**src/rtl/lcd_mux_pkg.sv**
```systemverilog
package lcd_mux_pkg;
  typedef enum logic [1:0] {
    MODE_STATIC = 2'd0,
    MODE_DUTY2  = 2'd1,
    MODE_DUTY3  = 2'd2,
    MODE_DUTY4  = 2'd3
  } lcd_mode_e;

  typedef enum logic [1:0] {
    BIAS_NONE  = 2'd0,
    BIAS_HALF  = 2'd1,
    BIAS_THIRD = 2'd2
  } lcd_bias_e;

  typedef logic [1:0] lvl_t;

  localparam lvl_t LVL_BOT = 2'd0;
  localparam lvl_t LVL_LO  = 2'd1;
  localparam lvl_t LVL_HI  = 2'd2;
  localparam lvl_t LVL_TOP = 2'd3;

  // extreme level driven on a selected common
  function automatic lvl_t sel_lvl(input logic pol);
    return pol ? LVL_BOT : LVL_TOP;
  endfunction

  // extreme level on a lit segment: opposite rail to the selected common
  function automatic lvl_t on_lvl(input logic pol);
    return pol ? LVL_TOP : LVL_BOT;
  endfunction

  // non-select level for commons (is_seg=0) or unlit segments (is_seg=1)
  function automatic lvl_t idle_lvl(input lcd_bias_e bias, input logic pol,
                                    input logic is_seg);
    lvl_t l;
    unique case (bias)
      BIAS_HALF:  l = LVL_LO;
      BIAS_THIRD: l = (pol ^ is_seg) ? LVL_HI : LVL_LO;
      default:    l = is_seg ? sel_lvl(pol) : LVL_BOT;
    endcase
    return l;
  endfunction
endpackage

```
**src/rtl/lcd_phase_ctr.sv**
```systemverilog
module lcd_phase_ctr #(
  parameter  int NUM_COM = 4,
  localparam int PW      = $clog2(NUM_COM)
) (
  input  logic          clk_i,
  input  logic          rst_ni,
  input  logic          en_i,
  input  logic          tick_i,
  input  logic [PW-1:0] last_i,
  output logic [PW-1:0] phase_o,
  output logic          pol_o
);
  logic [PW-1:0] phase_q;
  logic          pol_q;

  always_ff @(posedge clk_i or negedge rst_ni) begin
    if (!rst_ni) begin
      phase_q <= '0;
      pol_q   <= 1'b0;
    end else if (!en_i) begin
      phase_q <= '0;
      pol_q   <= 1'b0;
    end else if (tick_i) begin
      // >= so a phase stranded by a mode shrink recovers on the next tick
      if (phase_q >= last_i) begin
        phase_q <= '0;
        pol_q   <= ~pol_q;
      end else begin
        phase_q <= phase_q + 1'b1;
      end
    end
  end

  assign phase_o = phase_q;
  assign pol_o   = pol_q;
endmodule

```
**src/rtl/lcd_com_drv.sv**
```systemverilog
module lcd_com_drv
  import lcd_mux_pkg::*;
#(
  parameter  int NUM_COM = 4,
  localparam int PW      = $clog2(NUM_COM)
) (
  input  logic                 en_i,
  input  lcd_bias_e            bias_i,
  input  logic                 pol_i,
  input  logic [PW-1:0]        phase_i,
  input  logic [PW-1:0]        last_i,
  output logic [2*NUM_COM-1:0] com_lvl_o
);
  for (genvar c = 0; c < NUM_COM; c++) begin : g_com
    localparam logic [PW-1:0] IDX = PW'(c);
    logic sel;
    lvl_t lvl;
    assign sel = (phase_i == IDX) && (IDX <= last_i);
    always_comb begin
      if (!en_i)    lvl = LVL_BOT;
      else if (sel) lvl = sel_lvl(pol_i);
      else          lvl = idle_lvl(bias_i, pol_i, 1'b0);
    end
    assign com_lvl_o[2*c +: 2] = lvl;
  end
endmodule

```
**src/rtl/lcd_seg_drv.sv**
```systemverilog
module lcd_seg_drv
  import lcd_mux_pkg::*;
#(
  parameter  int NUM_SEG = 28,
  parameter  int NUM_COM = 4,
  parameter  int GRP     = 4,
  localparam int PW      = $clog2(NUM_COM),
  localparam int NUM_GRP = NUM_SEG / GRP
) (
  input  logic                       en_i,
  input  lcd_bias_e                  bias_i,
  input  logic                       pol_i,
  input  logic [PW-1:0]              phase_i,
  input  logic [NUM_SEG*NUM_COM-1:0] pix_i,
  input  logic [NUM_GRP-1:0]         gpo_sel_i,
  input  logic [NUM_SEG-1:0]         gpo_val_i,
  output logic [2*NUM_SEG-1:0]       seg_lvl_o
);
  for (genvar g = 0; g < NUM_GRP; g++) begin : g_grp
    for (genvar k = 0; k < GRP; k++) begin : g_pin
      localparam int S = g*GRP + k;
      logic [NUM_COM-1:0] col;
      logic on;
      lvl_t lvl;
      assign col = pix_i[S*NUM_COM +: NUM_COM];
      assign on  = col[phase_i];
      always_comb begin
        if (gpo_sel_i[g]) lvl = gpo_val_i[S] ? LVL_TOP : LVL_BOT;
        else if (!en_i)   lvl = LVL_BOT;
        else if (on)      lvl = on_lvl(pol_i);
        else              lvl = idle_lvl(bias_i, pol_i, 1'b1);
      end
      assign seg_lvl_o[2*S +: 2] = lvl;
    end
  end
endmodule

```
**src/rtl/lcd_mux_seq.sv**
```systemverilog
module lcd_mux_seq
  import lcd_mux_pkg::*;
#(
  parameter  int NUM_SEG = 28,
  parameter  int NUM_COM = 4,
  parameter  int GRP     = 4,
  localparam int PW      = $clog2(NUM_COM),
  localparam int NUM_GRP = NUM_SEG / GRP
) (
  input  logic                       clk_i,
  input  logic                       rst_ni,
  input  logic                       en_i,
  input  logic                       tick_i,
  input  logic [1:0]                 mode_i,
  input  logic                       bias_third_i,
  input  logic [NUM_SEG*NUM_COM-1:0] pix_i,
  input  logic [NUM_GRP-1:0]         gpo_sel_i,
  input  logic [NUM_SEG-1:0]         gpo_val_i,
  output logic [2*NUM_COM-1:0]       com_lvl_o,
  output logic [2*NUM_SEG-1:0]       seg_lvl_o,
  output logic [PW-1:0]              phase_o,
  output logic                       frame_pol_o
);
  lcd_bias_e     bias;
  logic [PW-1:0] last;
  logic [PW-1:0] phase;
  logic          pol;

  assign last = PW'(mode_i);

  always_comb begin
    unique case (lcd_mode_e'(mode_i))
      MODE_DUTY2: bias = BIAS_HALF;
      MODE_DUTY3: bias = bias_third_i ? BIAS_THIRD : BIAS_HALF;
      MODE_DUTY4: bias = BIAS_THIRD;
      default:    bias = BIAS_NONE;
    endcase
  end

  lcd_phase_ctr #(.NUM_COM(NUM_COM)) u_phase (
    .clk_i   (clk_i),
    .rst_ni  (rst_ni),
    .en_i    (en_i),
    .tick_i  (tick_i),
    .last_i  (last),
    .phase_o (phase),
    .pol_o   (pol)
  );

  lcd_com_drv #(.NUM_COM(NUM_COM)) u_com (
    .en_i      (en_i),
    .bias_i    (bias),
    .pol_i     (pol),
    .phase_i   (phase),
    .last_i    (last),
    .com_lvl_o (com_lvl_o)
  );

  lcd_seg_drv #(.NUM_SEG(NUM_SEG), .NUM_COM(NUM_COM), .GRP(GRP)) u_seg (
    .en_i      (en_i),
    .bias_i    (bias),
    .pol_i     (pol),
    .phase_i   (phase),
    .pix_i     (pix_i),
    .gpo_sel_i (gpo_sel_i),
    .gpo_val_i (gpo_val_i),
    .seg_lvl_o (seg_lvl_o)
  );

  assign phase_o     = phase;
  assign frame_pol_o = pol;
endmodule

```
**config.mk**
```make
export PLATFORM = sky130hd
export DESIGN_NAME = lcd_mux_seq
export DESIGN_NICKNAME = d
export VERILOG_FILES = /design/src/rtl/lcd_mux_pkg.sv /design/src/rtl/lcd_phase_ctr.sv /design/src/rtl/lcd_com_drv.sv /design/src/rtl/lcd_seg_drv.sv /design/src/rtl/lcd_mux_seq.sv
export SDC_FILE = /design/constraint.sdc
export NUM_CORES = 1
export LEC_CHECK = 0
export ABC_AREA = 1
export CAP_MARGIN = 30
export CORE_MARGIN = 3
export CORE_UTILIZATION = 29
export DETAILED_ROUTE_END_ITERATION = 6
export GPL_TIMING_DRIVEN = 0
export PLACE_DENSITY = 0.8
export SYNTH_ARGS = -nofsm -noshare
export SYNTH_HDL_FRONTEND = slang
export SYNTH_SLANG_ARGS = --single-unit
```
**constraint.sdc**
```tcl
create_clock -name clk_i -period 2.2 [get_ports clk_i]
set_clock_uncertainty 0.05 [all_clocks]
set_input_delay 0.33 -clock clk_i [delete_from_list [all_inputs] [get_ports clk_i]]
set_output_delay 0.33 -clock clk_i [all_outputs]
set_load 0.1 [all_outputs]
```
Word level (Yosys, flattened, before mapping)
Cells that the tools add are included.
{"block": "totals", "elab_cells": 216, "out_inout_bits": 67, "reg_bits": 3, "input_bits": 154}
{"block": "op_classes", "n_reduce_logical": 6, "magnitude_cmp": 6, "add_sub_neg": 1, "muxes": 190, "n_eq_ne": 10, "bitwise_logic": 1}
{"cell": "2-bit two-way mux", "n": 128}
{"cell": "1-bit binary-select mux with 2-bit select", "n": 28}
{"cell": "1-bit two-way mux", "n": 31}
{"cell": "2-bit equality test (second input constant)", "n": 5}
{"cell": "2-bit case mux with 2 select lines", "n": 2}
{"cell": "2-bit by 1-bit equality test with 1-bit output (second input constant)", "n": 3}
{"cell": "2-bit case mux with 3 select lines", "n": 1}
{"cell": "1-bit by 2-bit less-or-equal comparator with 1-bit output (first input constant)", "n": 2}
{"cell": "2-bit less-or-equal comparator (first input constant)", "n": 2}
{"cell": "1-bit logical AND", "n": 4}
{"cell": "2-bit by 1-bit inequality test with 1-bit output (second input constant)", "n": 2}
{"cell": "2-bit by 3-bit less-than comparator with 1-bit output (second input constant)", "n": 1}
{"cell": "2-bit by 1-bit adder with 2-bit output (second input constant)", "n": 1}
{"cell": "2-bit greater-or-equal comparator", "n": 1}
{"cell": "2-bit logical NOT", "n": 1}
{"cell": "2-bit AND reduction", "n": 1}
{"cell": "1-bit inverter", "n": 1}

Longest topological paths before layout
{"block": "logic_depth", "depth_word": 7, "ltp_mapped": 12, "depth_no_buf": 11}

Modules after synthesis
Synthesis repeated with hierarchy kept, for this count alone.
{"block": "hier_totals", "cells_unflattened": 548, "hier_area_um2": 2466.1}
{"mod": "lcd_seg_drv", "n_inst": 1, "cells_per_inst": 465, "area_per_inst_um2": 2019.4}
{"mod": "lcd_com_drv", "n_inst": 1, "cells_per_inst": 47, "area_per_inst_um2": 212.7}
{"mod": "lcd_phase_ctr", "n_inst": 1, "cells_per_inst": 29, "area_per_inst_um2": 201.4}
{"mod": "lcd_mux_seq", "n_inst": 1, "cells_per_inst": 7, "area_per_inst_um2": 32.5}

Worst setup path after synthesis
No wires, ideal clock.
{"block": "synth_path", "path_kind": "flip-flop to output port", "startpoint": "register u_phase.phase_q[1] (netlist: u_phase.phase_o[1])", "endpoint": "output com_lvl_o[2]", "t_arrival_ps": 3025, "stages_incl_launch_ff": 8, "t_required_ps": 1820, "slack_ps": -1205, "n_path_buf": 1, "path_cell_list": "dfrtp_1 inv_1 buf_2 ha_1 o21a_1 nand2_1 nand2_1 nor2_1"}
{"block": "synth_between", "elab_chain_cells": 4}
{"item": "start, declared", "line": "lcd_phase_ctr.sv:13", "source": "logic [PW-1:0] phase_q;"}
{"item": "start signal, assigned", "line": "lcd_phase_ctr.sv:29", "source": "phase_q <= phase_q + 1'b1;"}
{"item": "2-bit by 1-bit equality test with 1-bit output", "line": "lcd_com_drv.sv:18", "source": "assign sel = (phase_i == IDX) && (IDX <= last_i);"}
{"item": "1-bit logical AND", "line": "lcd_com_drv.sv:18"}
{"item": "2-bit two-way mux", "line": "lcd_com_drv.sv:21", "source": "else if (sel) lvl = sel_lvl(pol_i);"}
{"item": "2-bit two-way mux", "line": "lcd_com_drv.sv:20", "source": "if (!en_i) lvl = LVL_BOT;"}
{"item": "end, declared", "line": "lcd_mux_seq.sv:19", "source": "output logic [2*NUM_COM-1:0] com_lvl_o,"}
Every way passes these cells.

Final worst setup path
{"block": "layout_path", "startpoint": "register u_phase.phase_q[0] (netlist: u_phase.phase_o[0])", "endpoint": "output seg_lvl_o[28]"}
{"block": "layout_between", "elab_chain_cells": 5}
{"item": "1-bit binary-select mux with 2-bit select", "line": "lcd_seg_drv.sv:26", "source": "assign on = col[phase_i];"}
{"item": "1-bit two-way mux (implied by the code)", "line": "lcd_seg_drv.sv:26"}
{"item": "2-bit two-way mux", "line": "lcd_seg_drv.sv:30", "source": "else if (on) lvl = on_lvl(pol_i);"}
{"item": "2-bit two-way mux", "line": "lcd_seg_drv.sv:29", "source": "else if (!en_i) lvl = LVL_BOT;"}
{"item": "2-bit two-way mux", "line": "lcd_seg_drv.sv:28", "source": "if (gpo_sel_i[g]) lvl = gpo_val_i[S] ? LVL_TOP : LVL_BOT;"}
{"item": "end, declared", "line": "lcd_mux_seq.sv:20", "source": "output logic [2*NUM_SEG-1:0] seg_lvl_o,"}
Every way passes these cells. The select of a mux whose other input is x is not followed.

==> metrics.yaml <==
sta:
  grt_setup_unrepaired: "yes"
  timing.final.setup_violations: 62
  holdWs_ns: 0.262
  worst_slew_pin_slew_ns: 0.989
  finalWorstSetupSlack_ns: -0.375
  timing.setup.tns_ns: -8.82
  timing.final.max_slew_violations: 0
  minimum_period_implied_by_the_final_worst_setup_slack_ns: 2.58
  layout_worst_path_cycle_share: 1.17
  max_slew_margin: 0.339
  hold_viol: 0
  achievable-frequency_mhz: 388
placed_design:
  detailed_place_hpwl_um: 10700
  postPlaceCellArea_um2: 5110
  dp_cells: 845
  gp_congestion: 0.871
  placement.io_buffers: 220
die:
  dieArea_um2: 9280
  die_height_um: 96.3
  initial_core_util: 0.303
  num_rows: 32
  floorplan.io_pins: 221
  core_region_area_um2: 7810
  dieWidth_um: 96.3
cells_and_area:
  final.fill_count: 303
  diodes: 0
  final_util: 0.918
  layout_common_cells: "sky130_fd_sc_hd__nand2_1 (175), sky130_fd_sc_hd__clkdlybuf4s50_1 (149), sky130_fd_sc_hd__nand2_4 (81)"
  design.final.nets: 937
  mostFrequentLayoutCell: "sky130_fd_sc_hd__nand2_1"
  layout.cells.non_filler: 876
  areaGrowthSynthToFinish_pct: 203
  register_area_um2: 86.3
  fraction_of_layout_cells_with_a_size_suffix_above_1: 0.442
  multi_input_area_um2: 3480
  design_area_um2: 7170
yosys:
  synth.area.mux_share: 0
  synthAdderAreaFrac: 0.0423
  post_synth_instance_area_um2: 2370
  synthesized_area_fraction_occupied_by_and_or_nand_nor_cells: 0.796
  syn_nets: 685
  yosys_register_bits: 3
  postSynthCellCount: 523
  synth_area_per_cell_um2: 4.52
  seq_area_frac_synth: 0.0317
  synthesized_area_fraction_occupied_by_xor_and_xnor_cells: 0
  synth_compound_gate_area_share: 0.0412
  yosysWarnings: 0
  synth_top_family_by_area: "simple AND/OR/NAND/NOR gates"
  synth_cell_type_count: 18
clock_tree:
  cts.hold.buffers_added: 0
  tritoncts: "built"
  clock_tree.root_cell: "sky130_fd_sc_hd__clkbuf_8"
  path_clk_slew_ns: 0.03
  htree_num_levels: 1
  clock_sink_count: 3
  clock_latency_reported_for_the_late_side_of_the_worst_skew_pair_ns: 0.21
  tritoncts.num_buffers: 3
  clock_tree_buffer_depth: 2
hold_path:
  hold_path.class: "input port to async pin"
global_routing:
  grt-ovfl-total: 0
  antenna_found_initial: 0
  grt_pass1_vias: 5301
  grt_max_degree: 13
  grt.total_usage: 0.355
  grt_first_pass_wirelength_um: 25800
pwr:
  power_per_cell_area_nw_per_um2: 574
  total_leakage_power_nw: 3.22
  max-vdd-ir-drop_mv: 0.406
outcome:
  failing_checks: "negative setup slack"
  outcome: "finished with violations"
worst_setup_path:
  critical_path_arrival_ns: 2.20
  cp_slowest_stage_delay_ns: 0.51
  timing.critical_path.max_delay_family: "simple AND/OR/NAND/NOR gates"
  cell_type_of_the_slowest_stage_on_the_worst_timing_path: "sky130_fd_sc_hd__dfrtp_4"
  required_time_at_the_worst_slack_endpoint_ns: 1.82
  crit_chain: "buf_4, buf_4, nand2_1, nand3_1, nand3_1, nand3_4, nand2_4, buf_12"
  worst_setup_path_start_kind: "flip-flop"
  worst-path-buf-inv: 3
  critPathMaxFanout: 10
  worstSetupPathType: "flip-flop to primary output"
  setup.worst_path.end_class: "primary output"
routing:
  drtPass1Iterations: 4
  post-route-drc-count: 0
  ant_nets: 0
  drt_iter0_drc: 336
  drt-vias-per-instance: 5.99
  average_detailed_routed_wire_length_per_instance_um: 22.3
  wl_um: 19500
  route.vias.total: 5245
job:
  maxCapViolCount: 0
-- state kept, by name (all words and copies together), names as in the netlist --
signal	cells
u_phase.pol_o	1
u_phase.phase_o	2
-- final timing paths --
check	startpoint	endpoint	slack, ns	cells past startpoint
max	u_phase.phase_o[0]$_DFFE_PN0P_	seg_lvl_o[28]	-0.38	8
min	rst_ni	u_phase.pol_o$_DFFE_PN0P_	0.26	1
max reg2reg	u_phase.phase_o[0]$_DFFE_PN0P_	u_phase.phase_o[0]$_DFFE_PN0P_	0.50	8
min reg2reg	u_phase.pol_o$_DFFE_PN0P_	u_phase.pol_o$_DFFE_PN0P_	0.63	2
max in group asynchronous	rst_ni	u_phase.phase_o[0]$_DFFE_PN0P_	1.66	1
min in group clk_i	u_phase.pol_o$_DFFE_PN0P_	u_phase.pol_o$_DFFE_PN0P_	0.63	2
-- repair_timing --
action / CTS / global route
hold endpoints to repair: 0 / 0
pin swaps: 55 / 51
resized for setup: 761 / 93
gates cloned: 5 / 0
setup endpoints to repair: 65 / 66
buffers inserted: 21 / 3
-- routing by layer --
layer,part of all wire,track usage,wire length [um],vias to the layer above
li1,-,-,-,2219
met1,0.32,0.359,6170,2444
met2,0.50,0.651,9710,432
met3,0.10,0.0923,2010,150
met4,0.083,0.207,1620,0
met5,0,0,0,-
-- area by class of cell --
cell class,instances,share of cell area
Clock buffer,4,0.00628
Tap cell,102,0.0178
Multi-Input combinational cell,480,0.486
Sequential cell,3,0.0120
Buffer,25,0.0326
Timing Repair Buffer,246,0.435
Inverter,16,0.0106
-- synthesized netlist by cell type --
library cell / number / area [um^2]
sky130_fd_sc_hd__nand2_2: 1 / 6.26
sky130_fd_sc_hd__buf_2: 9 / 45.0
sky130_fd_sc_hd__inv_2: 3 / 11.3
sky130_fd_sc_hd__nand2_1: 296 / 1110
sky130_fd_sc_hd__ha_1: 8 / 100
sky130_fd_sc_hd__nor2_1: 16 / 60.1
sky130_fd_sc_hd__buf_4: 10 / 75.1
sky130_fd_sc_hd__o21ai_0: 8 / 40.0
sky130_fd_sc_hd__o21a_1: 2 / 15.0
sky130_fd_sc_hd__o21ai_2: 1 / 8.76
sky130_fd_sc_hd__dfrtp_1: 3 / 75.1
sky130_fd_sc_hd__a21oi_1: 4 / 20.0
sky130_fd_sc_hd__o21bai_1: 1 / 7.51
sky130_fd_sc_hd__nand3_1: 141 / 706
sky130_fd_sc_hd__buf_6: 1 / 11.3
sky130_fd_sc_hd__clkbuf_1: 5 / 18.8
sky130_fd_sc_hd__a31oi_1: 1 / 6.26
sky130_fd_sc_hd__inv_1: 13 / 48.8
-- where the power goes --
| group | switching, mW | internal, mW |
|---|---|---|
| Sequential | 0.0189 | 0.0661 |
| Combinational | 2.42 | 1.45 |
| Clock | 0.0344 | 0.123 |
| Total | 2.48 | 1.64 |
-- through the flow --
stage	setup slack, ns	total power [mW]
global placement	-1.68	2.60
finish	-0.375	4.11
global route	-0.441	4.25
floorplan	-0.00641	1.90
detailed placement	-1.72	2.63
CTS	-0.170	3.72
-- cells by family after synthesis --
| group | after synthesis |
|---|---|
| adders and majority gates | 8 |
| and+or+nand+nor | 454 |
| DFF | 3 |
| AOI/OAI and AO/OA | 17 |
| buffers and inverters | 41 |
No activity file was read; power rests on OpenSTA's default activity.
